<file path="config.mk">
export PLATFORM = sky130hd
export DESIGN_NAME = stack_guard
export DESIGN_NICKNAME = d
export VERILOG_FILES = /design/src/rtl/stack_guard_pkg.sv /design/src/rtl/stack_guard_ctrl.sv /design/src/rtl/stack_guard_dp.sv /design/src/rtl/stack_guard.sv
export SDC_FILE = /design/constraint.sdc
export NUM_CORES = 1
export LEC_CHECK = 0
export ABC_AREA = 1
export BUFFER_PORTS_ARGS = -buffer_cell sky130_fd_sc_hd__buf_2
export CAP_MARGIN = 20
export CORE_AREA = 8 8 97 121
export CTS_BUF_LIST = sky130_fd_sc_hd__clkbuf_16
export CTS_CLUSTER_DIAMETER = 120
export DETAILED_ROUTE_END_ITERATION = 8
export DIE_AREA = 0 0 105 129
export GPL_TIMING_DRIVEN = 0
export PLACE_DENSITY_LB_ADDON = 0.12
export SLEW_MARGIN = 20
export SYNTH_ARGS = -nofsm -noshare
export SYNTH_HDL_FRONTEND = slang
export SYNTH_HIERARCHICAL = 1
export SYNTH_SLANG_ARGS = --single-unit
</file>
<file path="constraint.sdc">
create_clock -name clk -period 2.75 [get_ports clk]
set_clock_uncertainty 0.2 [all_clocks]
set_input_delay 0.55 -clock clk [delete_from_list [all_inputs] [get_ports clk]]
set_output_delay 0.55 -clock clk [all_outputs]
set_load 0.005 [all_outputs]
</file>
<file path="src/rtl/stack_guard_pkg.sv">
package stack_guard_pkg;

  typedef enum logic [1:0] {
    CAUSE_NONE     = 2'b00,
    CAUSE_IMPLICIT = 2'b01,
    CAUSE_EXPLICIT = 2'b10,
    CAUSE_RSVD     = 2'b11
  } cause_e;

  typedef enum logic [1:0] {
    SEL_LOW_LIM  = 2'd0,
    SEL_HIGH_LIM = 2'd1,
    SEL_FLAGS    = 2'd2,
    SEL_SPARE    = 2'd3
  } reg_sel_e;

  localparam int FLAG_OVF = 0;
  localparam int FLAG_UNF = 1;
  localparam int NUM_FLAGS = 2;

  // strobes from control to datapath
  typedef struct packed {
    logic setOvf;
    logic setUnf;
    logic capture;
    logic useSkip;
  } guard_strobe_t;

endpackage

</file>
<file path="src/rtl/stack_guard_ctrl.sv">
module stack_guard_ctrl
  import stack_guard_pkg::*;
#(
  parameter int SP_W = 16
) (
  input  logic            spUpdate,
  input  logic [1:0]      updCause,
  input  logic [SP_W-1:0] spOld,
  input  logic [SP_W-1:0] spNew,
  input  logic [SP_W-1:0] lowLimit,
  input  logic [SP_W-1:0] highLimit,
  output guard_strobe_t   strb
);

  cause_e cause;
  logic   validCause;
  logic   active;
  logic   goingUp;
  logic   goingDown;

  always_comb begin
    cause      = cause_e'(updCause);
    validCause = (cause == CAUSE_IMPLICIT) || (cause == CAUSE_EXPLICIT);
    active     = spUpdate && validCause;
    goingUp    = spNew > spOld;
    goingDown  = spNew < spOld;

    strb.setUnf  = active && goingUp && (spNew > highLimit);
    strb.setOvf  = active && goingDown && (spNew < lowLimit);
    strb.capture = strb.setUnf || strb.setOvf;
    strb.useSkip = (cause == CAUSE_EXPLICIT);
  end

endmodule

</file>
<file path="src/rtl/stack_guard_dp.sv">
module stack_guard_dp
  import stack_guard_pkg::*;
#(
  parameter int SP_W   = 16,
  parameter int ADDR_W = 24
) (
  input  logic                 clk,
  input  logic                 rst_n,
  input  guard_strobe_t        strb,
  input  logic                 regWrEn,
  input  logic [1:0]           regSel,
  input  logic [SP_W-1:0]      regWrData,
  input  logic [ADDR_W-1:0]    pcNext,
  input  logic [ADDR_W-1:0]    pcNext2,
  output logic [SP_W-1:0]      lowLimit,
  output logic [SP_W-1:0]      highLimit,
  output logic [NUM_FLAGS-1:0] trapFlags,
  output logic                 trapReq,
  output logic [ADDR_W-1:0]    trapRetAddr
);

  localparam logic [SP_W-1:0] LOW_RST  = '0;
  localparam logic [SP_W-1:0] HIGH_RST = '1;

  logic                 wrLow;
  logic                 wrHigh;
  logic                 wrFlags;
  logic [NUM_FLAGS-1:0] setVec;

  always_comb begin
    wrLow   = regWrEn && (reg_sel_e'(regSel) == SEL_LOW_LIM);
    wrHigh  = regWrEn && (reg_sel_e'(regSel) == SEL_HIGH_LIM);
    wrFlags = regWrEn && (reg_sel_e'(regSel) == SEL_FLAGS);
    setVec  = '0;
    setVec[FLAG_OVF] = strb.setOvf;
    setVec[FLAG_UNF] = strb.setUnf;
  end

  always_ff @(posedge clk or negedge rst_n) begin
    if (!rst_n) begin
      lowLimit  <= LOW_RST;
      highLimit <= HIGH_RST;
    end else begin
      if (wrLow)  lowLimit  <= regWrData;
      if (wrHigh) highLimit <= regWrData;
    end
  end

  // one sticky bit per flag: set wins over a clearing write
  for (genvar i = 0; i < NUM_FLAGS; i++) begin : g_flag
    always_ff @(posedge clk or negedge rst_n) begin
      if (!rst_n) begin
        trapFlags[i] <= 1'b0;
      end else if (setVec[i]) begin
        trapFlags[i] <= 1'b1;
      end else if (wrFlags && !regWrData[i]) begin
        trapFlags[i] <= 1'b0;
      end
    end
  end

  always_ff @(posedge clk or negedge rst_n) begin
    if (!rst_n) begin
      trapReq     <= 1'b0;
      trapRetAddr <= '0;
    end else begin
      trapReq <= strb.capture;
      if (strb.capture) begin
        trapRetAddr <= strb.useSkip ? pcNext2 : pcNext;
      end
    end
  end

endmodule

</file>
<file path="src/rtl/stack_guard.sv">
module stack_guard
  import stack_guard_pkg::*;
#(
  parameter int SP_W   = 16,
  parameter int ADDR_W = 24
) (
  input  logic              clk,
  input  logic              rst_n,
  input  logic              spUpdate,
  input  logic [1:0]        updCause,
  input  logic [SP_W-1:0]   spOld,
  input  logic [SP_W-1:0]   spNew,
  input  logic [ADDR_W-1:0] pcNext,
  input  logic [ADDR_W-1:0] pcNext2,
  input  logic              regWrEn,
  input  logic [1:0]        regSel,
  input  logic [SP_W-1:0]   regWrData,
  output logic              trapReq,
  output logic [1:0]        trapFlags,
  output logic [ADDR_W-1:0] trapRetAddr
);

  guard_strobe_t   strb;
  logic [SP_W-1:0] lowLimit;
  logic [SP_W-1:0] highLimit;

  stack_guard_ctrl #(.SP_W(SP_W)) u_ctrl (
    .spUpdate (spUpdate),
    .updCause (updCause),
    .spOld    (spOld),
    .spNew    (spNew),
    .lowLimit (lowLimit),
    .highLimit(highLimit),
    .strb     (strb)
  );

  stack_guard_dp #(.SP_W(SP_W), .ADDR_W(ADDR_W)) u_dp (
    .clk        (clk),
    .rst_n      (rst_n),
    .strb       (strb),
    .regWrEn    (regWrEn),
    .regSel     (regSel),
    .regWrData  (regWrData),
    .pcNext     (pcNext),
    .pcNext2    (pcNext2),
    .lowLimit   (lowLimit),
    .highLimit  (highLimit),
    .trapFlags  (trapFlags),
    .trapReq    (trapReq),
    .trapRetAddr(trapRetAddr)
  );

  logic validUpd;
  assign validUpd = spUpdate && (updCause == 2'b01 || updCause == 2'b10);

  assert_unf_trap_R1: assert property (@(posedge clk) disable iff (!rst_n)
    (validUpd && spNew > spOld && spNew > highLimit) |=> (trapReq && trapFlags[1]));

  assert_ovf_trap_R2: assert property (@(posedge clk) disable iff (!rst_n)
    (validUpd && spNew < spOld && spNew < lowLimit) |=> (trapReq && trapFlags[0]));

  assert_ret_implicit_R3: assert property (@(posedge clk) disable iff (!rst_n)
    (trapReq && $past(updCause) == 2'b01) |-> (trapRetAddr == $past(pcNext)));

  assert_ret_explicit_R4: assert property (@(posedge clk) disable iff (!rst_n)
    (trapReq && $past(updCause) == 2'b10) |-> (trapRetAddr == $past(pcNext2)));

  assert_no_trap_R5: assert property (@(posedge clk) disable iff (!rst_n)
    !validUpd |=> !trapReq);

  assert_ret_hold_R6: assert property (@(posedge clk) disable iff (!rst_n)
    !trapReq |-> $stable(trapRetAddr));

  assert_ovf_clear_R7: assert property (@(posedge clk) disable iff (!rst_n)
    $fell(trapFlags[0]) |-> $past(regWrEn && regSel == 2'd2 && !regWrData[0]));

  assert_unf_clear_R7: assert property (@(posedge clk) disable iff (!rst_n)
    $fell(trapFlags[1]) |-> $past(regWrEn && regSel == 2'd2 && !regWrData[1]));

endmodule

</file>
-- After elaboration in Yosys (flattened, before gate mapping)
Index checks and enable logic that the tools add are counted.
- flip-flop bits (word level): 59
- latch bits: 0
- RAM bits: 0
- bits in read-only memories: 0
- bits of input ports: 104
- output and inout port bits: 27
- memories kept: 0
- add/sub/neg operators: 0
- multiply operators: 0
- divide/modulo/power cells: 0
- $lt $le $gt $ge: 4
- equality and inequality tests: 4
- shifts and indexed selects: 0
- muxes and demuxes: 5
- bitwise gates (word level): 0
- reduce and logical (&&, ||, !) cells: 17
- operators with widths (cell ; number):
    greater-than comparator 16 bit ; 2
    less-than comparator 16 bit ; 2
    two-way mux 24 bit ; 1
    logical AND 1 bit ; 10
    equality test 2 x 1 -> 1 bit, second input constant ; 2
    equality test 2 bit, second input constant ; 2
    two-way mux 1 bit ; 4
    nonzero test 2 bit ; 2
    zero test 1 bit ; 2
    zero test 2 bit ; 1
    logical OR 1 bit ; 2

-- Depth between registers and ports, before layout
- word-level depth: 6
- depth in mapped cells: 16
- depth with buffers taken out: 15

-- Cells and area by module
Netlist, hierarchy kept.
- by module, submodules not included (module ; instances ; cells an instance ; area each (um2) ; sequential area each (um2)):
    stack_guard_dp ; 1 ; 264 ; 2524.9 ; 1496.4
    stack_guard_ctrl ; 1 ; 225 ; 1335.0 ; 0.0

-- Worst setup path after synthesis
OpenSTA, ideal clock, no wires.
- path kind: input -> register
- start point: input spOld[15]
- end point: register u_dp.trapRetAddr[0]
- library setup time: 0.127 ns
- arrival time: 1.936 ns
- required time: 2.423 ns
- slack: 0.487 ns
- cell stages on the path: 11
- path buffers: 2
- path through: inv_1 > ha_1 > a21o_1 > a21oi_2 > nand2_1 > a21oi_1 > nand3_1 > nand2_1 > buf_2 > buf_2 > a31oi_1
- RTL lines (item ; RTL line ; text):
    start: declaration ; stack_guard.sv:11 ; input logic [SP_W-1:0] spOld,
    end signal: assignment ; stack_guard_dp.sv:69 ; trapRetAddr <= strb.useSkip ? pcNext2 : pcNext;
    end: declaration ; stack_guard_dp.sv:19 ; output logic [ADDR_W-1:0] trapRetAddr

==> impl_metrics.ini <==
[outcome]
status = finished clean

[critical_path]
cp.arrival_ns = 2.47
cp_cell_sequence = inv_1 > ha_1 > nand2_1 > nor2_1 > nand2_1 > inv_1 > nand2_1 > nand2_1 > nand3_2 > nand2_1 > buf_2 > buf_2 > a31oi_1
critPathMaxStageDelay_ns = 0.53
crit_type = reg -> reg
crit_slowest_cell = dfstp_2
critPathMaxFanout = 10
cp-start-kind = register
crit_top_cell = nand2_1
crit_required_ns = 2.75
cp_num_buf_inv = 4
critPathCaptureType = register
worstReg2RegStart = u_dp/highLimit[15]$_DFFE_PN1P_
cp-startpoint = u_dp/highLimit[15]$_DFFE_PN1P_
cp_top_family = simple AND/OR/NAND/NOR gates

[pwr]
p_leak_nw = 2.77
vdd_drop_max_v = 0.000377
pwr_density_cell_mw_per_mm2 = 660

[place]
dp.cells = 748
io_buffers = 130
gp_congestion = 0.787
hpwl_um = 8300

[yosys]
ys_warn_count = 6
synth_nets = 641
syn_avg_cell_area_um2 = 7.89
synth_cell_types = 24
synth_cells = 489
yosysSeqAreaShare = 0.388
syn-cell-area_mm2 = 0.00386
synth-seq-cells = 59

[grt]
grt.overflow.total = 0
grt_pass1_vias = 3841
grt_pass1_wl_um = 17200
gr-usage-all-layers = 0.158
antenna_found_initial = 1
grt_max_degree = 60

[clock_tree]
cts_tree = done
clockBufferDepth = 2
hold_buffers = 0
cts-root-buf = clkbuf_16
ctsResizeCount = 0
cts.htree.levels = 3
insertion_delay_ns = 0.33
clock_sinks = 59
cts_buffers = 9
post-cts-setup-buffer-count = 0
clk_pin_slew_ns = 0.05

[layout]
layout-drive-gt1-share = 0.323
nNetsFinal = 782
fin_cells = 765
final_cell_mix = nand2_1, buf_2, inv_1
layout_commonest_cell = nand2_1
synthToLayoutAreaGrowth_pct = 27.9

[timing]
setup_viol = 0
worst_pin_slew_ns = 0.777
fin_crit_sh = 0.897
final_hold_viol_count = 0
tns_ns = 0
post-route-min-period_ns = 2.47
final-max-slew-violation-count = 0
finalHoldWorstSlack_ns = 0.0739
fmax_mhz = 405
slew_headroom = 0.482
rsz0062_at_grt = no

[die]
die_h_um = 129
io_pins = 131
initial_core_util = 0.392
num_rows = 41
dieArea_mm2 = 0.0135
die_w_um = 105
core_mm2 = 0.00985

[routing]
wl_per_cell_um = 13.3
drc_errors = 0
drt-pass1-iter-count = 4
totalWireLength_um = 10200
drt_iter0_markers = 76
vias_per_cell = 4.58
num_vias = 3502
ant_nets = 0

[job]
drv_cap = 0

[hold_path]
min_path_type = in -> async
==> stage by stage <==
| stage | total power [mW] | utilization | instance area [um^2] | worst slack, ns |
|---|---|---|---|---|
| floorplan | 1.86 | - | 3860 | 0.487 |
| finish | 3.26 | 0.501 | 4940 | 0.282 |
| global placement | 2.29 | 0.474 | 4670 | 0.0129 |
| global route | 3.53 | 0.501 | 4930 | 0.0211 |
| CTS | 3.32 | 0.501 | 4930 | 0.234 |
| detailed placement | 2.31 | 0.475 | 4670 | -0.0348 |
==> worst paths after layout <==
path,end,slack [ns],cells past startpoint
min in group clk,u_dp/highLimit[15]$_DFFE_PN1P_,0.25,3
min,u_dp/lowLimit[9]$_DFFE_PN0P_,0.07,1
max in group asynchronous,u_dp/trapRetAddr[4]$_DFFE_PN0P_,1.73,1
max reg2reg,u_dp/trapRetAddr[16]$_DFFE_PN0P_,0.28,13
min reg2reg,u_dp/trapFlags[1]$_DFFE_PN0P_,0.27,2
max,u_dp/trapRetAddr[16]$_DFFE_PN0P_,0.28,13
==> state kept, by name, summed over array words and instances (netlist names) <==
| name | count |
|---|---|
| u_dp/trapRetAddr | 24 |
| u_dp/highLimit | 16 |
| u_dp/lowLimit | 16 |
| u_dp/trapFlags | 2 |
| u_dp/trapReq | 1 |
==> Yosys cell counts <==
cell | instances | area (um^2)
a31oi_1 | 25 | 156
o21ai_0 | 2 | 10.0
buf_6 | 8 | 90.1
clkinv_1 | 1 | 3.75
dfstp_2 | 16 | 420
o21ai_2 | 17 | 149
inv_2 | 6 | 22.5
nand4_1 | 3 | 18.8
nand2_1 | 141 | 529
nand3_1 | 7 | 35.0
buf_4 | 3 | 22.5
inv_1 | 82 | 308
o21ai_1 | 17 | 85.1
dfrtp_1 | 43 | 1080
ha_1 | 48 | 601
nor2_1 | 39 | 146
a21o_1 | 3 | 22.5
buf_2 | 5 | 25.0
a21oi_2 | 1 | 8.76
a21oi_1 | 14 | 70.1
nor3_1 | 2 | 10.0
nor2_2 | 2 | 12.5
nand3_2 | 3 | 30.0
o21a_1 | 1 | 7.51
==> area by class of cell <==
type	instances	area (um^2)
inverter	89	334
timing repair buffer	130	653
sequential	59	1500
clock inverter	7	35.0
tap	129	161
fill	1036	4910
clock buffer	9	225
multi-input combinational	325	1890
antenna	1	2.50
buffer	16	138
==> power breakdown <==
group	leakage, nW	internal (mW)	switching (mW)
Combinational	1.97	0.462	0.520
Sequential	0.671	1.16	0.138
Clock	0.130	0.595	0.386
Total	2.77	2.22	1.04
==> logic make-up after synthesis <==
kind of cell	share of synthesized area
and+or+nand+nor	0.203
buffers and inverters	0.122
adders and majority gates	0.156
DFF	0.388
AOI/OAI and AO/OA	0.132
==> layer usage <==
metal | vias to the layer above | global-route usage | routed length [um]
met3 | 10 | 0.0695 | 859
met2 | 91 | 0.280 | 5070
li1 | 1831 | - | -
met1 | 1568 | 0.165 | 4130
met4 | 2 | 0.0455 | 97
met5 | - | 0 | 10
Note: power is estimated with default switching activity, not from simulation.
